**src/rtl/hp_cmd_pkg.sv**
```systemverilog
package hp_cmd_pkg;

  typedef enum logic [2:0] {
    K_NONE    = 3'd0,
    K_SLOT    = 3'd1,
    K_ALL_PWR = 3'd2,
    K_ALL_EN  = 3'd3,
    K_SPEED   = 3'd4
  } cmd_kind_e;

  localparam logic [1:0] FLD_KEEP     = 2'd0;
  localparam logic [1:0] ST_PWR_ONLY  = 2'd1;
  localparam logic [1:0] ST_ENABLED   = 2'd2;
  localparam logic [1:0] ST_DISABLED  = 2'd3;
  localparam logic [1:0] IND_OFF      = 2'd3;

  typedef struct packed {
    logic spd;    // invalid speed/mode
    logic inv;    // invalid command
    logic latch;  // retention latch open
  } cmd_err_t;

  typedef struct packed {
    cmd_kind_e  kind;
    logic [7:0] tgt;
    logic [1:0] sfld;
    logic [1:0] pfld;
    logic [1:0] afld;
    logic [3:0] mode;
    cmd_err_t   err;
  } cmd_plan_t;

endpackage

```
**src/rtl/hp_cmd_decode.sv**
```systemverilog
module hp_cmd_decode
  import hp_cmd_pkg::*;
#(
  parameter int NSLOT     = 4,
  parameter int EXT_MODES = 1
) (
  input  logic [15:0]        word,
  input  logic [NSLOT-1:0]   latch_open,
  input  logic [2*NSLOT-1:0] slot_state,
  output cmd_plan_t          plan
);

  localparam logic [7:0] LAST_SLOT = 8'(NSLOT);
  localparam bit         EXT_ON    = (EXT_MODES != 0);

  logic [7:0] op;
  logic [7:0] tgt;
  logic       any_enabled;
  logic       any_latched;
  logic       tgt_latched;
  logic       tgt_ok;

  assign op  = word[7:0];
  assign tgt = word[15:8];

  always_comb begin
    any_enabled = 1'b0;
    tgt_latched = 1'b0;
    for (int i = 0; i < NSLOT; i++) begin
      if (slot_state[2*i +: 2] == ST_ENABLED) any_enabled = 1'b1;
      if (tgt == 8'(i + 1)) tgt_latched = latch_open[i];
    end
  end

  assign any_latched = |latch_open;
  assign tgt_ok      = (tgt != 8'd0) && (tgt <= LAST_SLOT);

  always_comb begin
    plan      = '0;
    plan.kind = K_NONE;
    plan.tgt  = tgt;
    plan.sfld = op[1:0];
    plan.pfld = op[3:2];
    plan.afld = op[5:4];
    plan.mode = op[4] ? op[3:0] : {1'b0, op[2:0]};
    if (op[7:6] == 2'b00) begin
      if (!tgt_ok)
        plan.err.inv = 1'b1;
      else if (tgt_latched &&
               (op[1:0] == ST_PWR_ONLY || op[1:0] == ST_ENABLED))
        plan.err.latch = 1'b1;
      else
        plan.kind = K_SLOT;
    end else if (op == 8'h48 || op == 8'h49) begin
      if (any_latched)
        plan.err.latch = 1'b1;
      else
        plan.kind = (op == 8'h48) ? K_ALL_PWR : K_ALL_EN;
    end else if ((op >= 8'h40 && op <= 8'h44) ||
                 (EXT_ON && op >= 8'h50 && op <= 8'h5D)) begin
      if (any_enabled)
        plan.err.spd = 1'b1;
      else
        plan.kind = K_SPEED;
    end else begin
      plan.err.inv = 1'b1;
    end
  end

endmodule

```
**src/rtl/hp_cmd_timer.sv**
```systemverilog
module hp_cmd_timer #(
  parameter int LATENCY = 16
) (
  input  logic clk,
  input  logic rst_n,
  input  logic start,
  output logic busy,
  output logic done
);

  localparam int CW = $clog2(LATENCY + 1);

  logic [CW-1:0] cnt;

  always_ff @(posedge clk or negedge rst_n) begin
    if (!rst_n) begin
      busy <= 1'b0;
      cnt  <= '0;
    end else if (start) begin
      busy <= 1'b1;
      cnt  <= CW'(LATENCY - 1);
    end else if (busy) begin
      if (cnt == '0) busy <= 1'b0;
      else           cnt  <= cnt - 1'b1;
    end
  end

  assign done = busy && (cnt == '0);

  assert_busy_holds_R2: assert property (@(posedge clk) disable iff (!rst_n)
    (busy && cnt != '0) |=> busy);

  assert_done_drops_R2: assert property (@(posedge clk) disable iff (!rst_n)
    done |=> !busy);

endmodule

```
**src/rtl/hp_slot_bank.sv**
```systemverilog
module hp_slot_bank
  import hp_cmd_pkg::*;
#(
  parameter int NSLOT = 4
) (
  input  logic               clk,
  input  logic               rst_n,
  input  logic               apply,
  input  cmd_plan_t          plan,
  output logic [2*NSLOT-1:0] slot_state,
  output logic [2*NSLOT-1:0] pwr_ind,
  output logic [2*NSLOT-1:0] attn_ind
);

  for (genvar i = 0; i < NSLOT; i++) begin : g_slot
    logic sel;
    assign sel = (plan.kind == K_SLOT) && (plan.tgt == 8'(i + 1));

    always_ff @(posedge clk or negedge rst_n) begin
      if (!rst_n) begin
        slot_state[2*i +: 2] <= ST_DISABLED;
        pwr_ind[2*i +: 2]    <= IND_OFF;
        attn_ind[2*i +: 2]   <= IND_OFF;
      end else if (apply) begin
        if (plan.kind == K_ALL_PWR) slot_state[2*i +: 2] <= ST_PWR_ONLY;
        if (plan.kind == K_ALL_EN)  slot_state[2*i +: 2] <= ST_ENABLED;
        if (sel) begin
          if (plan.sfld != FLD_KEEP) slot_state[2*i +: 2] <= plan.sfld;
          if (plan.pfld != FLD_KEEP) pwr_ind[2*i +: 2]    <= plan.pfld;
          if (plan.afld != FLD_KEEP) attn_ind[2*i +: 2]   <= plan.afld;
        end
      end
    end
  end

  assert_bank_hold_R2: assert property (@(posedge clk) disable iff (!rst_n)
    !apply |=> ($stable(slot_state) && $stable(pwr_ind) && $stable(attn_ind)));

endmodule

```
**src/rtl/hp_intr_ctl.sv**
```systemverilog
module hp_intr_ctl (
  input  logic        clk,
  input  logic        rst_n,
  input  logic        done,
  input  logic        wr,
  input  logic [31:0] wdata,
  output logic [31:0] rdata,
  output logic        irq
);

  localparam int MASK_BIT = 2;
  localparam int DET_BIT  = 16;

  logic det;
  logic mask;

  always_ff @(posedge clk or negedge rst_n) begin
    if (!rst_n) begin
      det  <= 1'b0;
      mask <= 1'b1;
    end else begin
      if (wr) mask <= wdata[MASK_BIT];
      if (done)                      det <= 1'b1;
      else if (wr && wdata[DET_BIT]) det <= 1'b0;
    end
  end

  always_comb begin
    rdata           = '0;
    rdata[MASK_BIT] = mask;
    rdata[DET_BIT]  = det;
  end

  assign irq = det && !mask;

  assert_det_set_R10: assert property (@(posedge clk) disable iff (!rst_n)
    done |=> det);

  assert_w1c_R10: assert property (@(posedge clk) disable iff (!rst_n)
    (wr && wdata[DET_BIT] && !done) |=> !det);

  assert_irq_low_masked_R11: assert property (@(posedge clk) disable iff (!rst_n)
    (wr && wdata[MASK_BIT]) |=> !irq);

endmodule

```
**src/rtl/hp_cmd_exec.sv**
```systemverilog
module hp_cmd_exec
  import hp_cmd_pkg::*;
#(
  parameter int NSLOT     = 4,
  parameter int LATENCY   = 16,
  parameter int EXT_MODES = 1
) (
  input  logic               clk,
  input  logic               rst_n,
  input  logic               cmd_valid,
  output logic               cmd_ready,
  input  logic [15:0]        cmd_word,
  input  logic [NSLOT-1:0]   latch_open,
  output logic [3:0]         cmd_status,
  input  logic               ctl_wr,
  input  logic [31:0]        ctl_wdata,
  output logic [31:0]        ctl_rdata,
  output logic               cmd_irq,
  output logic [2*NSLOT-1:0] slot_state,
  output logic [2*NSLOT-1:0] pwr_ind,
  output logic [2*NSLOT-1:0] attn_ind,
  output logic [3:0]         bus_mode
);

  cmd_plan_t plan_d;
  cmd_plan_t pend_q;
  cmd_err_t  err_q;
  logic      busy;
  logic      done;
  logic      accept;

  assign cmd_ready = !busy;
  assign accept    = cmd_valid && !busy;

  hp_cmd_decode #(.NSLOT(NSLOT), .EXT_MODES(EXT_MODES)) u_decode (
    .word       (cmd_word),
    .latch_open (latch_open),
    .slot_state (slot_state),
    .plan       (plan_d)
  );

  hp_cmd_timer #(.LATENCY(LATENCY)) u_timer (
    .clk   (clk),
    .rst_n (rst_n),
    .start (accept),
    .busy  (busy),
    .done  (done)
  );

  always_ff @(posedge clk or negedge rst_n) begin
    if (!rst_n) begin
      pend_q   <= '0;
      err_q    <= '0;
      bus_mode <= '0;
    end else begin
      if (accept) begin
        pend_q <= plan_d;
        err_q  <= '0;
      end
      if (done) begin
        err_q <= pend_q.err;
        if (pend_q.kind == K_SPEED) bus_mode <= pend_q.mode;
      end
    end
  end

  hp_slot_bank #(.NSLOT(NSLOT)) u_bank (
    .clk        (clk),
    .rst_n      (rst_n),
    .apply      (done),
    .plan       (pend_q),
    .slot_state (slot_state),
    .pwr_ind    (pwr_ind),
    .attn_ind   (attn_ind)
  );

  hp_intr_ctl u_intr (
    .clk   (clk),
    .rst_n (rst_n),
    .done  (done),
    .wr    (ctl_wr),
    .wdata (ctl_wdata),
    .rdata (ctl_rdata),
    .irq   (cmd_irq)
  );

  assign cmd_status = {err_q.spd, err_q.inv, err_q.latch, busy};

  assert_err_onehot_R9: assert property (@(posedge clk) disable iff (!rst_n)
    $onehot0(cmd_status[3:1]));

  assert_err_clear_R9: assert property (@(posedge clk) disable iff (!rst_n)
    accept |=> (cmd_status[3:1] == 3'b000));

  assert_busy_ignores_R1: assert property (@(posedge clk) disable iff (!rst_n)
    (busy && cmd_valid) |=> $stable(pend_q));

  assert_mode_hold_R7: assert property (@(posedge clk) disable iff (!rst_n)
    !(done && pend_q.kind == K_SPEED) |=> $stable(bus_mode));

endmodule

```
**config.mk**
```make
export PLATFORM = sky130hd
export DESIGN_NAME = hp_cmd_exec
export DESIGN_NICKNAME = d
export VERILOG_FILES = /design/src/rtl/hp_cmd_pkg.sv /design/src/rtl/hp_cmd_decode.sv /design/src/rtl/hp_cmd_timer.sv /design/src/rtl/hp_slot_bank.sv /design/src/rtl/hp_intr_ctl.sv /design/src/rtl/hp_cmd_exec.sv
export SDC_FILE = /design/constraint.sdc
export NUM_CORES = 1
export LEC_CHECK = 0
export BUFFER_PORTS_ARGS = -buffer_cell sky130_fd_sc_hd__buf_2
export CAP_MARGIN = 20
export CORE_AREA = 2 2 97 89
export CTS_BUF_LIST = sky130_fd_sc_hd__clkbuf_16
export CTS_CLUSTER_DIAMETER = 50
export DETAILED_ROUTE_END_ITERATION = 12
export DIE_AREA = 0 0 99 91
export PLACE_DENSITY = 0.81
export SYNTH_ARGS = -nofsm -noshare
export SYNTH_HDL_FRONTEND = slang
export SYNTH_HIERARCHICAL = 1
export SYNTH_SLANG_ARGS = --single-unit
```
**constraint.sdc**
```tcl
create_clock -name clk -period 2.7 [get_ports clk]
set_clock_uncertainty 0.2 [all_clocks]
set_input_delay 0.675 -clock clk [delete_from_list [all_inputs] [get_ports clk]]
set_output_delay 0.675 -clock clk [all_outputs]
set_load 0.01 [all_outputs]
```
==> impl_metrics.py, run 1 <==
metrics = {
    "status": {
        "status": "finished clean",
    },
    "routing": {
        "vias": 2530,
        "routed_wl_mm": 7.37,
        "ant_nets": 0,
        "wl_per_cell_um": 15.4,
        "drc": 0,
        "drt-pass1-iter-count": 4,
        "via_per_inst": 5.30,
        "dr.first_iter.drc_count": 143,
    },
    "clocking": {
        "clk_path_buf_depth": 2,
        "h-tree-depth": 3,
        "cts_tree": "built",
        "cts_buffers": 9,
        "cts.clk_slew.worst_paths_ns": 0.06,
        "post_cts_buffers": 0,
        "cts_hold_buf": 0,
        "insertion_delay_ns": 0.33,
        "cts_root_buf": "clkbuf_16",
        "ctsResizeCount": 0,
        "cts_sinks": 63,
    },
    "worst_setup_path": {
        "worst_setup_path_start_kind": "register",
        "required_ns": 2.75,
        "cp_slowest_stage_delay_ns": 0.40,
        "crit_arrival_ns": 2.43,
        "cp_slowest_cell": "dfrtp_1",
        "cp_cell_sequence": "inv_1 > ha_1 > nand2_1 > nor4_4 > buf_4 > nand2b_1 > nor4_4 > nand2_1 > a22o_1",
        "critPathCaptureType": "register",
        "path_max_fanout": 14,
        "r2r_slack_ns": 0.32,
        "rr_startpoint": "u_timer/cnt[0]",
        "critPathKind": "register to register",
        "ff2ff_path_depth": 9,
        "r2r_end": "u_bank/attn_ind[3]",
    },
    "job": {
        "maxCapViolations": 0,
    },
    "yosys": {
        "synth_cells": 322,
        "syn_area_per_cell_um2": 11.2,
        "synth_edf_count": 0,
        "yosysSeqAreaShare": 0.446,
        "netlist_area_mm2": 0.00360,
        "ys_types": 55,
        "ys_ff_latch": 63,
        "yosysWarnings": 6,
        "postSynth.asyncResetShare": 1.00,
        "synth_ff_type": "dfrtp_1",
    },
    "layout": {
        "areaGrowthSynthToFinish_pct": 14.0,
        "finalNetCount": 433,
        "n_antenna_cell": 0,
        "final_area_mm2": 0.00411,
        "drive_gt1_frac": 0.415,
    },
    "placement": {
        "port_buffers": 61,
        "postPlaceCellArea_mm2": 0.00381,
        "gp_congestion": 0.893,
        "dpl.hpwl_mm": 5.40,
        "pre_cts_ws_ns": 0.219,
    },
    "sta": {
        "relSlewSlack": 0.486,
        "post-route-period-util": 0.882,
        "hold_ws_ns": 0.135,
        "finalSetupViolations": 0,
        "fin_crit_ns": 2.38,
        "fin_setup_tns_ns": 0,
        "hold_violations": 0,
        "maxSlewViolCount": 0,
        "setup_slack_ns": 0.319,
        "rsz0062_at_grt": "false",
        "tightest_slew_ns": 0.764,
        "max_freq_mhz": 420,
    },
    "power_and_ir_drop": {
        "vdd_drop_max_v": 0.000526,
        "power_frac_seq": 0.417,
        "switching_share": 0.317,
        "p_leak_nw": 1.95,
        "power_density_mw_per_mm2": 844,
        "combPwrFrac": 0.248,
        "p_sw_mw": 1.10,
        "intPower_mw": 2.37,
        "clock_power_share": 0.335,
    },
    "floorplanning": {
        "dieWidth_um": 99,
        "dieArea_mm2": 0.00901,
        "row_count": 31,
        "die_h_um": 91,
        "fp.coreArea_mm2": 0.00795,
        "initial_core_util": 0.453,
        "io_pins": 122,
    },
    "global_route": {
        "grt_usage": 0.171,
        "grt_overflow": 0,
        "grt_antenna_before_repair": 0,
        "grt_max_degree": 64,
        "grt_pass1_wl_mm": 12.2,
        "grt_pass1_vias": 2429,
    },
    "hold_path": {
        "hold_path_class": "primary input to async pin",
    },
}
[through the flow]
| step | util | instances | power, mW |
|---|---|---|---|
| CTS | 0.517 | 477 | 3.49 |
| finish | 0.517 | 477 | 3.47 |
| floorplan | - | 351 | 2.09 |
| detailed placement | 0.479 | 461 | 2.31 |
| global route | 0.517 | 477 | 3.65 |
| global placement | 0.479 | 461 | 2.26 |
[worst max-delay path: cells and delay by family, from the launching register on]
family          cells  cell delay [ns]
simple gates        5             0.98
flops               1             0.40
buf+inv             2             0.34
compound gates      1             0.21
fa+ha+maj           1             0.18
[kinds of logic (layout without fill, tap and decap cells)]
group / count (synthesis) / in the layout / share of synthesized area
buffers and inverters: 68 / 95 / 0.130
AOI/OAI and AO/OA: 52 / 52 / 0.110
adders and majority gates: 4 / 4 / 0.0139
DFF: 63 / 63 / 0.446
muxes: 32 / 32 / 0.117
and+or+nand+nor: 102 / 102 / 0.183
other: 1 / 30 / 0.00104
[sequential cells by signal (all words and copies together) (netlist names), 3 cells and up]
name,count
u_timer/cnt,5
cmd_status,3
pend_q,24
bus_mode,4
u_bank/slot_state,8
u_bank/pwr_ind,8
u_bank/attn_ind,8
[worst max path at each step]
stage | start | to | slack, ns | cells past startpoint
global route | u_timer/cnt[0] | u_bank/attn_ind[3] | 0.18 | 9
global placement | cmd_word[13] | pend_q[21] | 0.25 | 6
finish | u_timer/cnt[0] | u_bank/attn_ind[3] | 0.32 | 9
detailed placement | cmd_word[13] | pend_q[21] | 0.22 | 6
floorplan | u_timer/cnt[0] | u_bank/attn_ind[0] | 0.25 | 8
CTS | u_timer/cnt[0] | u_bank/attn_ind[3] | 0.33 | 9
[power groups by stage]
stage	Combinational, mW	Sequential [mW]	Clock [mW]
5_1_grt	0.926	1.49	1.23
6_report	0.859	1.45	1.16
2_1_floorplan	0.714	1.38	0
4_1_cts	0.861	1.44	1.18
3_5_place_dp	0.858	1.45	0
3_3_place_gp	0.822	1.44	0
[cell usage after synthesis (4+ instances only)]
master     n  area [µm²]
buf_4     50         375
mux2_4    17         255
nand3_1   11        55.1
nor2_1    13        48.8
o211ai_1   7        52.6
o21ai_0    7        35.0
ha_1       4        50.1
dfstp_2   25         657
a22o_1    13         114
nand2b_1   9        56.3
a21oi_1    5        25.0
nand2_1   27         101
inv_1     13        48.8
mux2_2    12         135
nor3_1     7        35.0
nor4_4     4        85.1
a21bo_2    4        40.0
dfrtp_1   38         951
[per-layer routing]
metal	track usage	routed length, µm	up-vias
met5	0	0	-
met4	0.0468	44	0
met3	0.0577	439	4
met2	0.265	3580	89
met1	0.231	3310	1256
li1	-	-	1181
[area by class of cell]
type                       count  area [µm²]
clock buffer                   9         225
tap                           99         124
clock inverter                 7        77.6
inverter                      13        48.8
multi-input combinational    220        1660
timing repair buffer          66         368
fill                         699        3840
sequential                    63        1610
[cell usage in the layout, fill, tap and decap left out, drive strengths merged, types with 2 or more instances in the layout]
| master | count |
|---|---|
| buf | 66 |
| dfrtp | 38 |
| conb | 30 |
| mux2 | 29 |
| nand2 | 27 |
| dfstp | 25 |
| inv | 17 |
| nor2 | 13 |
| a22o | 13 |
| nand3 | 11 |
| nand2b | 9 |
| clkbuf | 9 |
| o21ai | 8 |
| o211ai | 7 |
| nor3 | 7 |
| nor4 | 7 |
| a21oi | 5 |
| a21bo | 4 |
| ha | 4 |
| and4bb | 3 |
| o311ai | 3 |
| or2 | 3 |
| mux2i | 3 |
| or4 | 3 |
| nor2b | 3 |
| clkinv | 2 |
| nand3b | 2 |
| a21boi | 2 |
| a21o | 2 |
| nor3b | 2 |
| or4b | 2 |
| or3b | 2 |
| nor4b | 2 |
Note: power is estimated with default switching activity, not from simulation.
==> run 2, diff against run 1 <==
--- a/config.mk
+++ b/config.mk
@@ -7,11 +7,11 @@
 export LEC_CHECK = 0
 export BUFFER_PORTS_ARGS = -buffer_cell sky130_fd_sc_hd__buf_2
 export CAP_MARGIN = 20
-export CORE_AREA = 2 2 97 89
+export CORE_AREA = 2 2 92 94
 export CTS_BUF_LIST = sky130_fd_sc_hd__clkbuf_16
 export CTS_CLUSTER_DIAMETER = 50
 export DETAILED_ROUTE_END_ITERATION = 12
-export DIE_AREA = 0 0 99 91
+export DIE_AREA = 0 0 94 96
 export PLACE_DENSITY = 0.81
 export SYNTH_ARGS = -nofsm -noshare
 export SYNTH_HDL_FRONTEND = slang
==> run 2 against run 1 <==
Clock power increased by 6%. Combinational power decreased by 2.6%. Power increased by 1.4%. Hold slack got worse by 0.0063 ns. Die area increased by 0.17%. Setup slack improved by 0.0041 ns. Largest cell class unchanged.
==> impl_metrics.py, run 2 (synthesized netlist as in run 1, its figures left out) <==
metrics = {
    "floorplanning": {
        "initial_core_util": 0.448,
        "dieWidth_um": 94,
        "row_count": 33,
        "die_h_um": 96,
        "dieArea_mm2": 0.00902,
        "fp.coreArea_mm2": 0.00805,
        "io_pins": 122,
    },
    "routing": {
        "dr_wl_met2_mm": 3.40,
        "ant_nets": 0,
        "dr.first_iter.drc_count": 133,
        "drt-pass1-iter-count": 4,
        "met1_length_mm": 3.30,
        "wl_met3_um": 364,
        "highest-signal-layer": "met4",
        "routed_wl_mm": 7.17,
        "via_per_inst": 5.14,
        "drc": 0,
        "vias": 2476,
        "wl_per_cell_um": 14.9,
    },
    "clocking": {
        "cts_tree": "built",
        "cts_hold_buf": 0,
        "cts_buffers": 9,
        "ctsResizeCount": 0,
        "cts_root_buf": "clkbuf_16",
        "cts.clk_slew.worst_paths_ns": 0.05,
        "insertion_delay_ns": 0.33,
        "h-tree-depth": 3,
        "cts_sinks": 63,
        "post_cts_buffers": 0,
        "clk_path_buf_depth": 2,
    },
    "power_and_ir_drop": {
        "power_frac_seq": 0.413,
        "p_sw_mw": 1.06,
        "power_density_mw_per_mm2": 853,
        "clock_power_share": 0.349,
        "intPower_mw": 2.45,
        "switching_share": 0.302,
        "vdd_drop_max_v": 0.000485,
        "p_leak_nw": 1.95,
        "combPwrFrac": 0.238,
    },
    "sta": {
        "fin_setup_tns_ns": 0,
        "hold_violations": 0,
        "post-route-period-util": 0.881,
        "tightest_slew_ns": 0.734,
        "relSlewSlack": 0.506,
        "finalSetupViolations": 0,
        "rsz0062_at_grt": "false",
        "maxSlewViolCount": 0,
        "fin_crit_ns": 2.38,
        "max_freq_mhz": 421,
    },
    "worst_setup_path": {
        "ff2ff_path_depth": 9,
        "path_max_fanout": 15,
        "worst_setup_path_start_kind": "register",
        "crit_arrival_ns": 2.43,
        "cp_slowest_stage_delay_ns": 0.39,
        "cp_cell_sequence": "inv_1 > ha_1 > nand2_1 > nor4_4 > buf_4 > nand2b_1 > nor4_4 > nand2_1 > a22o_1",
        "r2r_end": "u_bank/attn_ind[3]",
        "rr_startpoint": "u_timer/cnt[0]",
        "required_ns": 2.75,
        "r2r_slack_ns": 0.32,
        "critPathKind": "register to register",
        "critPathCaptureType": "register",
        "cp_slowest_cell": "dfrtp_1",
    },
    "layout": {
        "areaGrowthSynthToFinish_pct": 14.3,
        "n_antenna_cell": 0,
        "top_register": "pend_q",
        "final_cells": 482,
        "finalNetCount": 432,
        "drive_gt1_frac": 0.411,
        "final_common_cell": "buf_2",
        "final_cell_mix": "buf_2 (61), dfrtp_1 (38), conb_1 (30)",
        "largest_register_ffs": 24,
    },
    "global_route": {
        "grt_usage": 0.171,
        "grt_overflow": 0,
        "grt_pass1_wl_mm": 11.9,
        "grt_antenna_before_repair": 0,
        "grt_pass1_vias": 2371,
        "grt_max_degree": 43,
    },
    "placement": {
        "gp_congestion": 0.879,
        "port_buffers": 61,
        "dpl.hpwl_mm": 5.23,
        "dp.cells": 466,
    },
    "job": {
        "maxCapViolations": 0,
    },
    "status": {
        "status": "finished clean",
    },
    "hold_path": {
        "hold_path_class": "primary input to async pin",
    },
}
==> run 2: worst max-delay path by stage <==
stage               slack (ns)                 end  depth (start not counted)      startpoint
global placement          0.19          pend_q[21]                          6    cmd_word[13]
CTS                       0.34   u_bank/pwr_ind[2]                          9  u_timer/cnt[0]
global route              0.12   u_bank/pwr_ind[3]                          9  u_timer/cnt[0]
finish                    0.32  u_bank/attn_ind[3]                          9  u_timer/cnt[0]
floorplan                 0.25  u_bank/attn_ind[0]                          8  u_timer/cnt[0]
detailed placement        0.14          pend_q[21]                          6    cmd_word[13]
==> run 2: per-layer routing <==
| layer | GRT usage | up-vias |
|---|---|---|
| li1 | - | 1179 |
| met1 | 0.226 | 1217 |
| met2 | 0.268 | 71 |
| met3 | 0.0423 | 9 |
| met4 | 0.0725 | 0 |
| met5 | 0 | - |
==> run 2: area by class of cell <==
| class | instances | area (µm²) |
|---|---|---|
| clock buffers | 11 | 275 |
| clock inverters | 5 | 50.0 |
| fillers | 702 | 3930 |
| inverters | 13 | 48.8 |
| multi-input cells | 220 | 1660 |
| flip-flops and latches | 63 | 1610 |
| well taps | 105 | 131 |
| repair buffers | 65 | 348 |
==> run 2: metrics by stage <==
stage	util	cell area (µm²)	setup slack (ns)	hold slack [ns]	power [mW]
6_report	0.512	4120	0.323	0.129	3.52
5_1_grt	0.512	4120	0.124	0.161	3.71
4_1_cts	0.512	4120	0.335	0.125	3.55
3_5_place_dp	0.471	3790	0.139	0.284	2.29
3_3_place_gp	0.471	3790	0.186	0.270	2.24
2_1_floorplan	-	3720	0.253	0.179	2.09
==> run 2: power by group through the flow <==
stage / clock (mW) / sequential [mW] / combinational, mW
global placement: 0 / 1.44 / 0.807
finish: 1.23 / 1.45 / 0.837
floorplan: 0 / 1.38 / 0.714
global route: 1.30 / 1.49 / 0.918
CTS: 1.26 / 1.45 / 0.844
detailed placement: 0 / 1.46 / 0.837
==> run 2: worst max-delay path, delay by kind of cell, from the launching register on <==
kind	cells	cell delay, ns
simple gates	5	0.96
buf+inv	2	0.36
flops	1	0.39
fa+ha+maj	1	0.19
compound gates	1	0.20
==> run 3, diff against run 2 <==
--- a/config.mk
+++ b/config.mk
@@ -7,12 +7,13 @@
 export LEC_CHECK = 0
 export BUFFER_PORTS_ARGS = -buffer_cell sky130_fd_sc_hd__buf_2
 export CAP_MARGIN = 20
-export CORE_AREA = 2 2 92 94
+export CORE_AREA = 2 2 84 86
 export CTS_BUF_LIST = sky130_fd_sc_hd__clkbuf_16
 export CTS_CLUSTER_DIAMETER = 50
 export DETAILED_ROUTE_END_ITERATION = 12
-export DIE_AREA = 0 0 94 96
-export PLACE_DENSITY = 0.81
+export DIE_AREA = 0 0 86 88
+export PLACE_DENSITY = 0.9
+export SKIP_CTS_REPAIR_TIMING = 1
 export SYNTH_ARGS = -nofsm -noshare
 export SYNTH_HDL_FRONTEND = slang
 export SYNTH_HIERARCHICAL = 1
==> constraint.sdc (replaced) <==
create_clock -name clk -period 2.8 [get_ports clk]
set_clock_uncertainty 0.2 [all_clocks]
set_input_delay 0.7 -clock clk [delete_from_list [all_inputs] [get_ports clk]]
set_output_delay 0.7 -clock clk [all_outputs]
set_load 0.01 [all_outputs]
==> run 3 against run 2 <==
Power shrank 6.4%. Setup slack gained 0.029 ns. Count of clock-buffer cells in the layout shrank 2. Highest routed layer unchanged.
==> impl_metrics.py, run 3 (synthesized netlist as in run 1, its figures left out) <==
metrics = {
    "clocking": {
        "clk_path_buf_depth": 2,
        "cts.clk_slew.worst_paths_ns": 0.05,
        "insertion_delay_ns": 0.33,
        "cts_tree": "built",
        "cts_root_buf": "clkbuf_16",
        "cts_buffers": 9,
        "h-tree-depth": 3,
        "cts_sinks": 63,
    },
    "worst_setup_path": {
        "critPathKind": "register to register",
        "path_max_fanout": 15,
        "cp_slowest_stage_delay_ns": 0.46,
        "required_ns": 2.85,
        "ff2ff_path_depth": 9,
        "critPathCaptureType": "register",
        "crit_arrival_ns": 2.50,
        "worst_setup_path_start_kind": "register",
        "cp_slowest_cell": "nor4_4",
        "cp_cell_sequence": "inv_1 > ha_1 > nand2_1 > nor4_4 > buf_4 > nand2_1 > nor4_4 > nand2_1 > a22o_1",
        "worst_path_most_repeated_cell": "nand2_1",
    },
    "sta": {
        "tightest_slew_ns": 0.758,
        "fin_crit_ns": 2.45,
        "post-route-period-util": 0.875,
        "hold_ws_ns": 0.292,
        "relSlewSlack": 0.495,
        "fin_setup_tns_ns": 0,
        "max_freq_mhz": 408,
        "finalSetupViolations": 0,
        "rsz0062_at_grt": "false",
        "hold_violations": 0,
        "maxSlewViolCount": 0,
    },
    "placement": {
        "port_buffers": 61,
        "dpl.hpwl_mm": 5.27,
        "gp_congestion": 0.856,
    },
    "floorplanning": {
        "dieWidth_um": 86,
        "initial_core_util": 0.543,
        "die_h_um": 88,
        "dieArea_mm2": 0.00757,
        "row_count": 30,
        "io_pins": 122,
        "fp.coreArea_mm2": 0.00664,
    },
    "layout": {
        "final_cell_mix": "buf_2 (61), dfrtp_1 (38), conb_1 (30)",
        "largest_register_ffs": 24,
        "register_area_mm2": 0.00161,
        "multiInputGateArea_mm2": 0.00166,
        "top_register": "pend_q",
        "areaGrowthSynthToFinish_pct": 12.4,
        "drive_gt1_frac": 0.413,
        "finalNetCount": 433,
        "fillers": 521,
        "final_common_cell": "buf_2",
    },
    "routing": {
        "wl_met3_um": 446,
        "dr.first_iter.drc_count": 151,
        "highest-signal-layer": "met4",
        "vias": 2580,
        "drc": 0,
        "wl_per_cell_um": 15.7,
        "via_per_inst": 5.62,
        "met1_length_mm": 3.00,
        "ant_nets": 0,
        "drt-pass1-iter-count": 4,
        "dr_wl_met2_mm": 3.57,
        "routed_wl_mm": 7.23,
    },
    "hold_path": {
        "hold_path_class": "register to register",
        "holdPathStages": 2,
    },
    "status": {
        "status": "finished clean",
    },
    "global_route": {
        "grt_antenna_before_repair": 1,
        "grt_overflow": 0,
        "grt_pass1_wl_mm": 11.5,
        "grt_usage": 0.200,
        "grt_pass1_vias": 2412,
        "grt_max_degree": 64,
    },
    "power_and_ir_drop": {
        "vdd_drop_max_v": 0.000447,
        "power_density_mw_per_mm2": 812,
        "p_leak_nw": 1.93,
    },
    "job": {
        "maxCapViolations": 0,
    },
}
-- run 3: critical path: cells and delay by family (launching register included) --
family,cells,cell delay [ns]
fa+ha+maj,1,0.19
compound gates,1,0.21
simple gates,5,1.04
buf+inv,2,0.32
flops,1,0.40
-- run 3: layout make-up --
type | count | area share
Antenna cell | 1 | 0.000618
Clock buffer | 9 | 0.0556
Clock inverter | 7 | 0.0161
Inverter | 13 | 0.0120
Multi-Input combinational cell | 220 | 0.410
Sequential cell | 63 | 0.397
Tap cell | 80 | 0.0247
Timing Repair Buffer | 66 | 0.0846
-- run 3: routing by layer --
metal / GRT usage / vias up
li1: - / 1187
met1: 0.245 / 1257
met2: 0.322 / 115
met3: 0.0424 / 21
met4: 0.133 / 0
met5: 0 / -
-- run 3: worst paths after layout --
check / slack, ns / from / endpoint
min: 0.29 / pend_q[2] / cmd_status[3]
max in group asynchronous: 1.58 / rst_n / pend_q[5]
min in group asynchronous: 0.33 / rst_n / cmd_status[1]
max reg2reg: 0.35 / u_timer/cnt[0] / u_bank/pwr_ind[0]
min reg2reg: 0.29 / pend_q[2] / cmd_status[3]
max: 0.35 / u_timer/cnt[0] / u_bank/pwr_ind[0]
-- run 3: metrics by stage --
stage	setup slack, ns	instances	util	cell area (µm²)	total power, mW
after detailed placement	0.289	442	0.566	3760	2.22
after global placement	0.335	442	0.566	3760	2.16
after floorplan	0.353	351	-	3720	2.02
final	0.351	459	0.610	4050	3.29
after CTS	0.395	458	0.609	4050	3.31
after global routing	0.184	459	0.610	4050	3.44
-- run 3: power breakdown --
| part | internal (mW) | total (mW) | leakage (nW) | switching [mW] |
|---|---|---|---|---|
| sequential | 1.14 | 1.40 | 0.732 | 0.264 |
| combinational | 0.438 | 0.816 | 1.05 | 0.378 |
| clock | 0.681 | 1.07 | 0.146 | 0.392 |
